File: src/rtl/irqe_pkg.sv
package irqe_pkg;
  typedef enum logic [3:0] {
    S_IDLE,
    S_ACK_REQ,
    S_ACK_WAIT,
    S_ACK_CLR,
    S_PUSH_FLG,
    S_FLAGS,
    S_PUSH_TMP,
    S_PUSH_PCH,
    S_PUSH_PCL,
    S_SET_IPL,
    S_REDIR
  } irqe_state_e;

  typedef enum logic [1:0] {W_FLG, W_TMP, W_PCH, W_PCL} push_sel_e;

  localparam int FLG_D       = 5;
  localparam int FLG_I       = 6;
  localparam int FLG_U       = 7;
  localparam int LVL_W       = 3;
  localparam int IPL_LSB     = 12;
  localparam int TMP_LVL_LSB = 8;
endpackage

File: src/rtl/irqe_trigger.sv
module irqe_trigger (
  input  logic idle,
  input  logic insn_done,
  input  logic rpt_active,
  input  logic rpt_iter_done,
  input  logic irq_pending,
  input  logic ien_flag,
  input  logic swi_valid,
  output logic take_sw,
  output logic take_hw
);
  logic boundary;

  // A repeat instruction may be cut short at any iteration edge.
  assign boundary = insn_done | (rpt_active & rpt_iter_done);
  assign take_sw  = idle & swi_valid & insn_done;
  assign take_hw  = idle & ~take_sw & irq_pending & ien_flag & boundary;
endmodule

File: src/rtl/irqe_stack.sv
module irqe_stack
  import irqe_pkg::*;
#(
  parameter int DW   = 16,
  parameter int SP_W = 16,
  parameter int PC_W = 20
) (
  input  logic            clk,
  input  logic            rst_n,
  input  logic            load,
  input  logic [SP_W-1:0] sp_init,
  input  logic [PC_W-1:0] pc_init,
  input  logic            fire,
  input  push_sel_e       sel,
  input  logic [DW-1:0]   flg_word,
  input  logic [DW-1:0]   tmp_word,
  output logic [SP_W-1:0] push_addr,
  output logic [DW-1:0]   push_data,
  output logic [SP_W-1:0] sp_cur
);
  localparam int HI_W = (PC_W > DW) ? PC_W - DW : 1;
  localparam logic [SP_W-1:0] STEP = SP_W'(2);

  logic [SP_W-1:0] sp_q;
  logic [PC_W-1:0] pc_q;
  logic [DW-1:0]   pc_hi, pc_lo;

  always_ff @(posedge clk) begin
    if (!rst_n) begin
      sp_q <= '0;
      pc_q <= '0;
    end else if (load) begin
      sp_q <= sp_init;
      pc_q <= pc_init;
    end else if (fire) begin
      sp_q <= sp_q - STEP;
    end
  end

  // Pre-decrement: each word lands one slot below the current pointer.
  assign push_addr = sp_q - STEP;
  assign sp_cur    = sp_q;

  generate
    if (PC_W > DW) begin : g_split
      assign pc_hi = {{(DW-HI_W){1'b0}}, pc_q[PC_W-1:DW]};
      assign pc_lo = pc_q[DW-1:0];
    end else begin : g_narrow
      assign pc_hi = '0;
      assign pc_lo = DW'(pc_q);
    end
  endgenerate

  always_comb begin
    unique case (sel)
      W_FLG:   push_data = flg_word;
      W_TMP:   push_data = tmp_word;
      W_PCH:   push_data = pc_hi;
      default: push_data = pc_lo;
    endcase
  end
endmodule

File: src/rtl/irq_entry_seq.sv
module irq_entry_seq
  import irqe_pkg::*;
#(
  parameter int DW         = 16,
  parameter int SP_W       = 16,
  parameter int PC_W       = 20,
  parameter int NUM_W      = 6,
  parameter int SWI_KEEP_U = 32
) (
  input  logic             clk,
  input  logic             rst_n,
  input  logic             insn_done,
  input  logic             rpt_active,
  input  logic             rpt_iter_done,
  input  logic             irq_pending,
  input  logic             swi_valid,
  input  logic [NUM_W-1:0] swi_num,
  input  logic [DW-1:0]    flg_in,
  input  logic [SP_W-1:0]  sp_in,
  input  logic [PC_W-1:0]  pc_in,
  input  logic [PC_W-1:0]  vec_base,
  output logic             rd_req_valid,
  input  logic             rd_req_ready,
  output logic [PC_W-1:0]  rd_addr,
  input  logic             rd_resp_valid,
  input  logic [DW-1:0]    rd_data,
  output logic             clr_req,
  output logic [NUM_W-1:0] clr_num,
  output logic             st_valid,
  input  logic             st_ready,
  output logic [SP_W-1:0]  st_addr,
  output logic [DW-1:0]    st_data,
  output logic             flg_wr_en,
  output logic [DW-1:0]    flg_wr_data,
  output logic             sp_wr_en,
  output logic [SP_W-1:0]  sp_wr_data,
  output logic             redirect_valid,
  output logic [PC_W-1:0]  redirect_addr,
  output logic             busy
);
  localparam logic [NUM_W:0] KEEP_U_THR = (NUM_W+1)'(SWI_KEEP_U);

  irqe_state_e     state_q, state_d;
  logic [DW-1:0]   flg_save_q, tmp_q, tmp_sw;
  logic            sw_q;
  logic            idle, take_sw, take_hw, start, push_fire, keep_u;
  logic [NUM_W-1:0] num_cur;
  logic [LVL_W-1:0] lvl_cur;
  logic [DW-1:0]   flg_clr, flg_ipl;
  push_sel_e       push_sel;
  logic [SP_W-1:0] sp_cur;

  assign idle  = (state_q == S_IDLE);
  assign start = take_sw | take_hw;

  irqe_trigger u_trig (
    .idle          (idle),
    .insn_done     (insn_done),
    .rpt_active    (rpt_active),
    .rpt_iter_done (rpt_iter_done),
    .irq_pending   (irq_pending),
    .ien_flag      (flg_in[FLG_I]),
    .swi_valid     (swi_valid),
    .take_sw       (take_sw),
    .take_hw       (take_hw)
  );

  // Software entry builds its temporary word locally: number and current level.
  always_comb begin
    tmp_sw = '0;
    tmp_sw[NUM_W-1:0] = swi_num;
    tmp_sw[TMP_LVL_LSB +: LVL_W] = flg_in[IPL_LSB +: LVL_W];
  end

  assign num_cur = tmp_q[NUM_W-1:0];
  assign lvl_cur = tmp_q[TMP_LVL_LSB +: LVL_W];
  assign keep_u  = sw_q && ({1'b0, num_cur} >= KEEP_U_THR);

  always_comb begin
    flg_clr = flg_save_q;
    flg_clr[FLG_I] = 1'b0;
    flg_clr[FLG_D] = 1'b0;
    if (!keep_u) flg_clr[FLG_U] = 1'b0;
    flg_ipl = flg_clr;
    if (!sw_q) flg_ipl[IPL_LSB +: LVL_W] = lvl_cur;
  end

  always_comb begin
    state_d = state_q;
    unique case (state_q)
      S_IDLE:     if (take_sw) state_d = S_PUSH_FLG;
                  else if (take_hw) state_d = S_ACK_REQ;
      S_ACK_REQ:  if (rd_req_ready) state_d = S_ACK_WAIT;
      S_ACK_WAIT: if (rd_resp_valid) state_d = S_ACK_CLR;
      S_ACK_CLR:  state_d = S_PUSH_FLG;
      S_PUSH_FLG: if (st_ready) state_d = S_FLAGS;
      S_FLAGS:    state_d = S_PUSH_TMP;
      S_PUSH_TMP: if (st_ready) state_d = S_PUSH_PCH;
      S_PUSH_PCH: if (st_ready) state_d = S_PUSH_PCL;
      S_PUSH_PCL: if (st_ready) state_d = S_SET_IPL;
      S_SET_IPL:  state_d = S_REDIR;
      default:    state_d = S_IDLE;
    endcase
  end

  always_ff @(posedge clk) begin
    if (!rst_n) begin
      state_q    <= S_IDLE;
      flg_save_q <= '0;
      tmp_q      <= '0;
      sw_q       <= 1'b0;
    end else begin
      state_q <= state_d;
      if (start) begin
        flg_save_q <= flg_in;
        sw_q       <= take_sw;
        tmp_q      <= take_sw ? tmp_sw : '0;
      end else if (state_q == S_ACK_WAIT && rd_resp_valid) begin
        tmp_q <= rd_data;
      end
    end
  end

  always_comb begin
    unique case (state_q)
      S_PUSH_FLG: push_sel = W_FLG;
      S_PUSH_TMP: push_sel = W_TMP;
      S_PUSH_PCH: push_sel = W_PCH;
      default:    push_sel = W_PCL;
    endcase
  end

  assign st_valid  = (state_q == S_PUSH_FLG) || (state_q == S_PUSH_TMP) ||
                     (state_q == S_PUSH_PCH) || (state_q == S_PUSH_PCL);
  assign push_fire = st_valid & st_ready;

  irqe_stack #(.DW(DW), .SP_W(SP_W), .PC_W(PC_W)) u_stack (
    .clk       (clk),
    .rst_n     (rst_n),
    .load      (start),
    .sp_init   (sp_in),
    .pc_init   (pc_in),
    .fire      (push_fire),
    .sel       (push_sel),
    .flg_word  (flg_save_q),
    .tmp_word  (tmp_q),
    .push_addr (st_addr),
    .push_data (st_data),
    .sp_cur    (sp_cur)
  );

  assign busy           = !idle;
  assign rd_req_valid   = (state_q == S_ACK_REQ);
  assign rd_addr        = '0;
  assign clr_req        = (state_q == S_ACK_CLR);
  assign clr_num        = num_cur;
  assign flg_wr_en      = (state_q == S_FLAGS) || (state_q == S_SET_IPL);
  assign flg_wr_data    = (state_q == S_SET_IPL) ? flg_ipl : flg_clr;
  assign redirect_valid = (state_q == S_REDIR);
  assign redirect_addr  = vec_base + PC_W'({num_cur, 2'b00});
  assign sp_wr_en       = redirect_valid;
  assign sp_wr_data     = sp_cur;

  p_busy_start_r1: assert property (@(posedge clk) disable iff (!rst_n)
    $rose(busy) |-> $past(insn_done || (rpt_active && rpt_iter_done)));

  p_req_hold_r3: assert property (@(posedge clk) disable iff (!rst_n)
    rd_req_valid && !rd_req_ready |=> rd_req_valid);

  p_clr_after_ack_r4: assert property (@(posedge clk) disable iff (!rst_n)
    clr_req |-> $past(rd_resp_valid));

  p_push_stable_r5: assert property (@(posedge clk) disable iff (!rst_n)
    st_valid && !st_ready |=> st_valid && $stable(st_addr) && $stable(st_data));

  p_flags_clear_r6: assert property (@(posedge clk) disable iff (!rst_n)
    flg_wr_en |-> !flg_wr_data[FLG_I] && !flg_wr_data[FLG_D]);

  p_redir_pulse_r8: assert property (@(posedge clk) disable iff (!rst_n)
    redirect_valid |=> !redirect_valid && !busy);

  p_no_ack_sw_r9: assert property (@(posedge clk) disable iff (!rst_n)
    sw_q && busy |-> !rd_req_valid && !clr_req);

  p_single_entry_r10: assert property (@(posedge clk) disable iff (!rst_n)
    busy && !redirect_valid |=> busy);
endmodule

File: config.mk
export PLATFORM = sky130hd
export DESIGN_NAME = irq_entry_seq
export DESIGN_NICKNAME = d
export VERILOG_FILES = /design/src/rtl/irqe_pkg.sv /design/src/rtl/irqe_trigger.sv /design/src/rtl/irqe_stack.sv /design/src/rtl/irq_entry_seq.sv
export SDC_FILE = /design/constraint.sdc
export NUM_CORES = 1
export LEC_CHECK = 0
export CORE_UTILIZATION = 64
export CTS_CLUSTER_DIAMETER = 60
export DETAILED_ROUTE_END_ITERATION = 8
export DONT_BUFFER_PORTS = 1
export PLACE_DENSITY = 0.88
export SLEW_MARGIN = 20
export SYNTH_ARGS = -nofsm -noshare
export SYNTH_HDL_FRONTEND = slang
export SYNTH_SLANG_ARGS = --single-unit
File: constraint.sdc
create_clock -name clk -period 2.56 [get_ports clk]
set_input_delay 0.128 -clock clk [delete_from_list [all_inputs] [get_ports clk]]
set_output_delay 0.128 -clock clk [all_outputs]
set_load 0.02 [all_outputs]
# Word level (Yosys, flattened, before mapping)

Cells that the tools add are included.

Register bits: 73
Input port bits: 104
Output and inout port bits: 117
Word-level logic and storage cells: 70

Add/subtract/negate cells: 2
Order comparisons: 1
Eq/ne operators: 19
Multiplexer cells: 19
Bitwise operators: 11
Reductions and logical operators: 12

Operators with widths:

| operator                                                             | number |
|---|---|
| 16-bit 2-to-1 mux                                                    | 4 |
| 16-bit one-hot mux with 3 select lines                               | 1 |
| 4-bit one-hot mux with 10 select lines                               | 1 |
| 4-bit 2-to-1 mux                                                     | 8 |
| 20-bit by 8-bit adder with 20-bit output                             | 1 |
| 4-bit by 3-bit == test with 1-bit output, second input constant      | 4 |
| 16-bit by 2-bit subtractor with 16-bit output, second input constant | 1 |
| 15-bit 2-to-1 mux                                                    | 1 |
| 4-bit == test, second input constant                                 | 3 |
| 11-bit 2-to-1 mux                                                    | 1 |
| 2-bit != test, second input constant                                 | 5 |
| 1-bit bitwise AND                                                    | 8 |
| 4-bit by 2-bit == test with 1-bit output, second input constant      | 2 |
| 7-bit AND reduction                                                  | 1 |
| 6-bit greater-or-equal comparator, second input constant             | 1 |
| 2-bit one-hot mux with 3 select lines                                | 1 |
| 4-bit by 1-bit == test with 1-bit output, second input constant      | 1 |
| 4-bit zero test                                                      | 1 |
| 1-bit logical OR                                                     | 4 |
| 2-bit nonzero test                                                   | 2 |
| 3-bit 2-to-1 mux                                                     | 1 |
| 3-bit by 1-bit != test with 1-bit output, second input constant      | 1 |
| 2-bit by 1-bit == test with 1-bit output, second input constant      | 1 |
| 2-bit == test, second input constant                                 | 1 |
| other kinds (7)                                                      | 9 |

# Logic depth before layout (Yosys ltp)

Depth in word-level cells: 11
Depth in mapped cells: 9
Gate-level depth less buffers: 7

# By module

Synthesis repeated with hierarchy kept, for this count alone.

Cell total of the unflattened synthesis: 543
Area, all modules: 4631.9 um^2

Modules (own cells, without submodules):

| module        | times used | cells an instance | area an instance (um^2) | sequential area each (um^2) |
|---|---|---|---|---|
| irq_entry_seq | 1          | 308               | 2387.3                  | 740.7 |
| irqe_stack    | 1          | 231               | 2213.4                  | 720.7 |
| irqe_trigger  | 1          | 4                 | 31.3                    | 0.0 |

# Worst setup path before layout

Ideal clock, no wire load.

Kind: reg2reg
Start point: register u_stack.sp_q[1], in the netlist u_stack.sp_cur[1]
End point: register u_stack.sp_q[15], in the netlist u_stack.sp_cur[15]
Setup time: 0.074 ns
Data arrival time: 2.568 ns
Required time: 2.486 ns
Setup slack: -0.082 ns
Stages on the path, launching flop included: 9
Buffers on the path: 1
Clock period less this slack: 2.642 ns
Path through: dfxtp_1 > inv_1 > ha_1 > or4b_2 > clkbuf_1 > nor4_1 > xor2_1 > nand2_1 > a31oi_1

Word-level cells in the longest chain between the ends: 3

Ends and longest elaborated chain:

| item                                          | RTL line            | text |
|---|---|---|
| start, declared                               | irqe_stack.sv:24    | `logic [SP_W-1:0] sp_q;` |
| start signal, assigned                        | irqe_stack.sv:33    | `sp_q <= sp_init;` |
| start signal, assigned                        | irqe_stack.sv:36    | `sp_q <= sp_q - STEP;` |
| 16-bit by 2-bit subtractor with 16-bit output | n/a                 |  |
| named net st_addr[15]                         | irq_entry_seq.sv:31 | `output logic [SP_W-1:0] st_addr,` |
| 16-bit 2-to-1 mux                             | irqe_stack.sv:35    | `end else if (fire) begin` |
| 16-bit 2-to-1 mux                             | irqe_stack.sv:32    | `end else if (load) begin` |

The timed path passes the listed nets, and every way through them passes these cells. The select of a mux whose other input is x is not followed.
A chain may end at the register's enable or synchronous reset.

# Final worst setup path

Start point: register u_stack.sp_q[2], in the netlist u_stack.sp_cur[2]
End point: output port st_addr[15]

Word-level cells in the longest chain between the ends: 1

Ends and longest elaborated chain:

| item                                          | RTL line            | text |
|---|---|---|
| 16-bit by 2-bit subtractor with 16-bit output | irqe_stack.sv:41    | `assign push_addr = sp_q - STEP;` |
| end, declared                                 | irq_entry_seq.sv:31 |  |

No other way between the ends.

==> impl_metrics.json <==
{
  "layout.nets": 782,
  "clockPowerShare_pct": 16.7,
  "synthDistinctLibCells": 53,
  "fp-row-count": 30,
  "cp_cell_sequence": "inv_1 -> ha_2 -> or4b_4 -> nor4_2 -> xor2_1 -> buf_4",
  "clk_latency_ns": 0.35,
  "slew_headroom_pct": 44.7,
  "antenna_found_initial": 0,
  "p_comb_share_pct": 53.7,
  "status": "completed",
  "drt-initial-drc-count": 484,
  "p_int_uw": 2910,
  "slowest_delay_ns": 0.55,
  "tightest_slew_ns": 0.828,
  "root_buffer": "clkbuf_8",
  "worst-path-buf-inv": 2,
  "htreeDepth": 3,
  "cts_tree": "built",
  "hp-class": "input pin to flop",
  "required_ns": 2.43,
  "fin_skew_ns": 0.0117,
  "slowest_stage": "or4b_4",
  "setup.worst_path.start_class": "flop",
  "totalPowerFinal_uw": 5510,
  "route.detailed.drc": 0,
  "leakagePower_uw": 0.00228,
  "final.setup.tns_ns": 0,
  "fmax_ghz": 0.407,
  "synth_edf_count": 0,
  "arrival_ns": 2.33,
  "yosys_warnings": 0,
  "cap_violations": 0,
  "ys_ff_latch": 73,
  "drive_gt1_share_pct": 15.6,
  "grt_pass1_vias": 4642,
  "io_pins": 221,
  "gp_congestion": 0.879,
  "synthCells": 600,
  "portBuffers": 0,
  "start_util_pct": 66.1,
  "die_w_um": 85.5,
  "cp-end-kind": "output pin",
  "grt-ovfl-total": 0,
  "power_density_mw_per_mm2": 998,
  "synth.avg_cell_area_um2": 7.44,
  "area_growth_pct": 23.7,
  "grtUsageTotal_pct": 40.8,
  "peakVddDrop_uv": 498,
  "switching_share_pct": 47.2,
  "cp_max_fo": 7,
  "vias": 4896,
  "period_needed_ns": 2.46,
  "synth_async_sr_flop_share_pct": 0,
  "path_class": "flop to output pin",
  "cpLargestDelayFamily": "simple AND/OR/NAND/NOR gates",
  "numCtsBuffers": 9,
  "grt_pass1_wl_um": 23200,
  "diodes": 0,
  "drt_wl_total_um": 15100,
  "netlist_area_mm2": 0.00447,
  "ant_nets": 0,
  "finalHoldViolations": 0,
  "clock_sinks": 73,
  "routed_via_density": 6.49,
  "post-route-period-util_pct": 96.0,
  "fill_cells": 414,
  "dieArea_mm2": 0.00732,
  "clkTransAtPathRegs_ns": 0.08,
  "setup_viol": 0,
  "power_frac_seq_pct": 29.6,
  "synth_flop_cell": "dfxtp_1",
  "wl_per_cell_um": 20.0,
  "hpwl_um": 9380,
  "yosysSeqAreaShare_pct": 32.7,
  "core_area_mm2": 0.00676,
  "power.switching_uw": 2600,
  "cts_buffer_depth": 2,
  "drt-pass1-iter-count": 5,
  "drv_slew": 0,
  "grt_max_degree": 52,
  "die_h_um": 85.5
}
-- cell families (layout without fill, tap and decap cells) --
kind of cell / after synthesis / count (layout) / share of synthesized area, %
AND/OR/NAND/NOR: 222 / 222 / 22.1
buffers and inverters: 90 / 143 / 11.8
AO/OA/AOI/OAI: 159 / 159 / 20.8
adder cells (fa/ha/maj): 8 / 8 / 2.41
flip-flops: 73 / 73 / 32.7
other: 1 / 22 / 0.0840
XOR/XNOR: 27 / 27 / 5.46
multiplexers: 20 / 20 / 4.68
-- layout by cell type (no fill, tap or decap), types with 3 or more instances in the layout --
master,Yosys,final
nand2_1,147,147
a21oi_1,76,76
dfxtp_1,73,72
dlygate4sd3_1,0,62
buf_4,44,57
o21ai_0,35,34
conb_1,1,22
nor2_1,22,20
xor2_1,14,14
mux2i_1,13,13
nor3_1,11,10
clkbuf_8,0,10
nand3_1,9,9
o31ai_1,9,9
nand2b_1,7,7
inv_1,8,7
mux2_2,7,7
a31oi_1,7,7
xnor2_1,12,6
xnor2_2,1,6
ha_1,7,6
and3_1,5,5
o22ai_1,4,4
a21o_1,4,4
or4_4,2,3
nor4_1,4,3
o211a_1,3,3
o211ai_1,3,3
o21a_1,3,3
-- worst paths after layout --
path	cells after the start	slack, ns	startpoint	endpoint
setup / recovery	6	0.10	u_stack.sp_cur[2]$_SDFFE_PN0P_	st_addr[15]
hold / removal	2	0.007	rd_data[0]	tmp_q[0]$_SDFFE_PN0P_
setup reg to reg	6	0.21	state_q[1]$_SDFFE_PN0P_	u_stack.sp_cur[15]$_SDFFE_PN0P_
hold reg to reg	2	0.46	flg_save_q[5]$_SDFFE_PN0N_	flg_save_q[5]$_SDFFE_PN0N_
-- per-layer routing --
metal / vias up / track usage [%] / routed length, um
li1: 2133 / - / -
met1: 2292 / 49.2 / 5560
met2: 381 / 68.5 / 7260
met3: 90 / 9.24 / 1520
met4: 0 / 20.9 / 759
met5: - / 0 / 0
-- cell type report --
type / count / area [um^2] / share of cell area, %
repair buffers: 120 / 1080 / 19.5
multi-input cells: 458 / 2660 / 48.2
clock buffers: 10 / 138 / 2.49
inverters: 8 / 30.0 / 0.544
clock inverters: 5 / 56.3 / 1.02
flip-flops and latches: 73 / 1460 / 26.5
well taps: 80 / 100 / 1.81
-- worst reg2reg max path, delay by kind of cell (launching register included) --
family / cells / cell delay (ns)
AO/OA/AOI/OAI: 1 / 0.27
AND/OR/NAND/NOR: 4 / 1.29
buffers and inverters: 1 / 0.31
flip-flops: 1 / 0.36
-- metrics by stage --
| step | cell area [um^2] | worst slack (ns) | hold slack, ns | util [%] | std cells |
|---|---|---|---|---|---|
| 2_1_floorplan | 4550 | 0.0354 | 0.262 | - | 621 |
| 3_3_place_gp | 4590 | 0.282 | 0.248 | 68.0 | 676 |
| 3_5_place_dp | 4600 | 0.139 | 0.256 | 68.0 | 676 |
| 4_1_cts | 5450 | 0.00847 | 0.00130 | 80.6 | 753 |
| 5_1_grt | 5520 | -0.00686 | 0.00602 | 81.8 | 754 |
| 6_report | 5520 | 0.103 | 0.00678 | 81.8 | 754 |
-- state kept, by name (all words and copies together) (netlist names) --
signal / count
u_stack.sp_cur: 16
sw_q: 1
u_stack.pc_q: 20
flg_save_q: 16
state_q: 4
tmp_q: 16
-- Yosys cell counts, types with 4 or more instances --
| master | count | area share [%] |
|---|---|---|
| buf_4 | 44 | 7.4 |
| nand2_1 | 147 | 12 |
| o31ai_1 | 9 | 1.5 |
| mux2_2 | 7 | 1.8 |
| xor2_1 | 14 | 2.7 |
| xnor2_1 | 12 | 2.4 |
| o22ai_1 | 4 | 0.56 |
| nor4_1 | 4 | 0.56 |
| and3_1 | 5 | 0.70 |
| buf_2 | 6 | 0.67 |
| dfxtp_1 | 73 | 33 |
| a21oi_1 | 76 | 8.5 |
| ha_1 | 7 | 2.0 |
| a21o_1 | 4 | 0.67 |
| o21ai_0 | 35 | 3.9 |
| mux2i_1 | 13 | 2.9 |
| clkbuf_1 | 30 | 2.5 |
| a31oi_1 | 7 | 0.98 |
| nor3_1 | 11 | 1.2 |
| nor2_1 | 22 | 1.8 |
| nand3_1 | 9 | 1.0 |
| inv_1 | 8 | 0.67 |
| nand2b_1 | 7 | 0.98 |
-- timing repair --
action                     CTS  global route
setup endpoints to repair   10            14
gates resized for setup      5            12
pin swaps                    0             1
hold buffers                62             0
hold endpoints to repair    73             0
buffers inserted             0             0
-- power groups by stage --
stage                     registers [uW]  logic (uW)  clock network [uW]
after global placement              1610        2580                   0
after CTS                           1610        2790                 909
final                               1630        2960                 921
after global routing                1650        3140                 965
after floorplan                     1580        2090                   0
after detailed placement            1630        2660                   0
(Power assumes the default switching activity.)
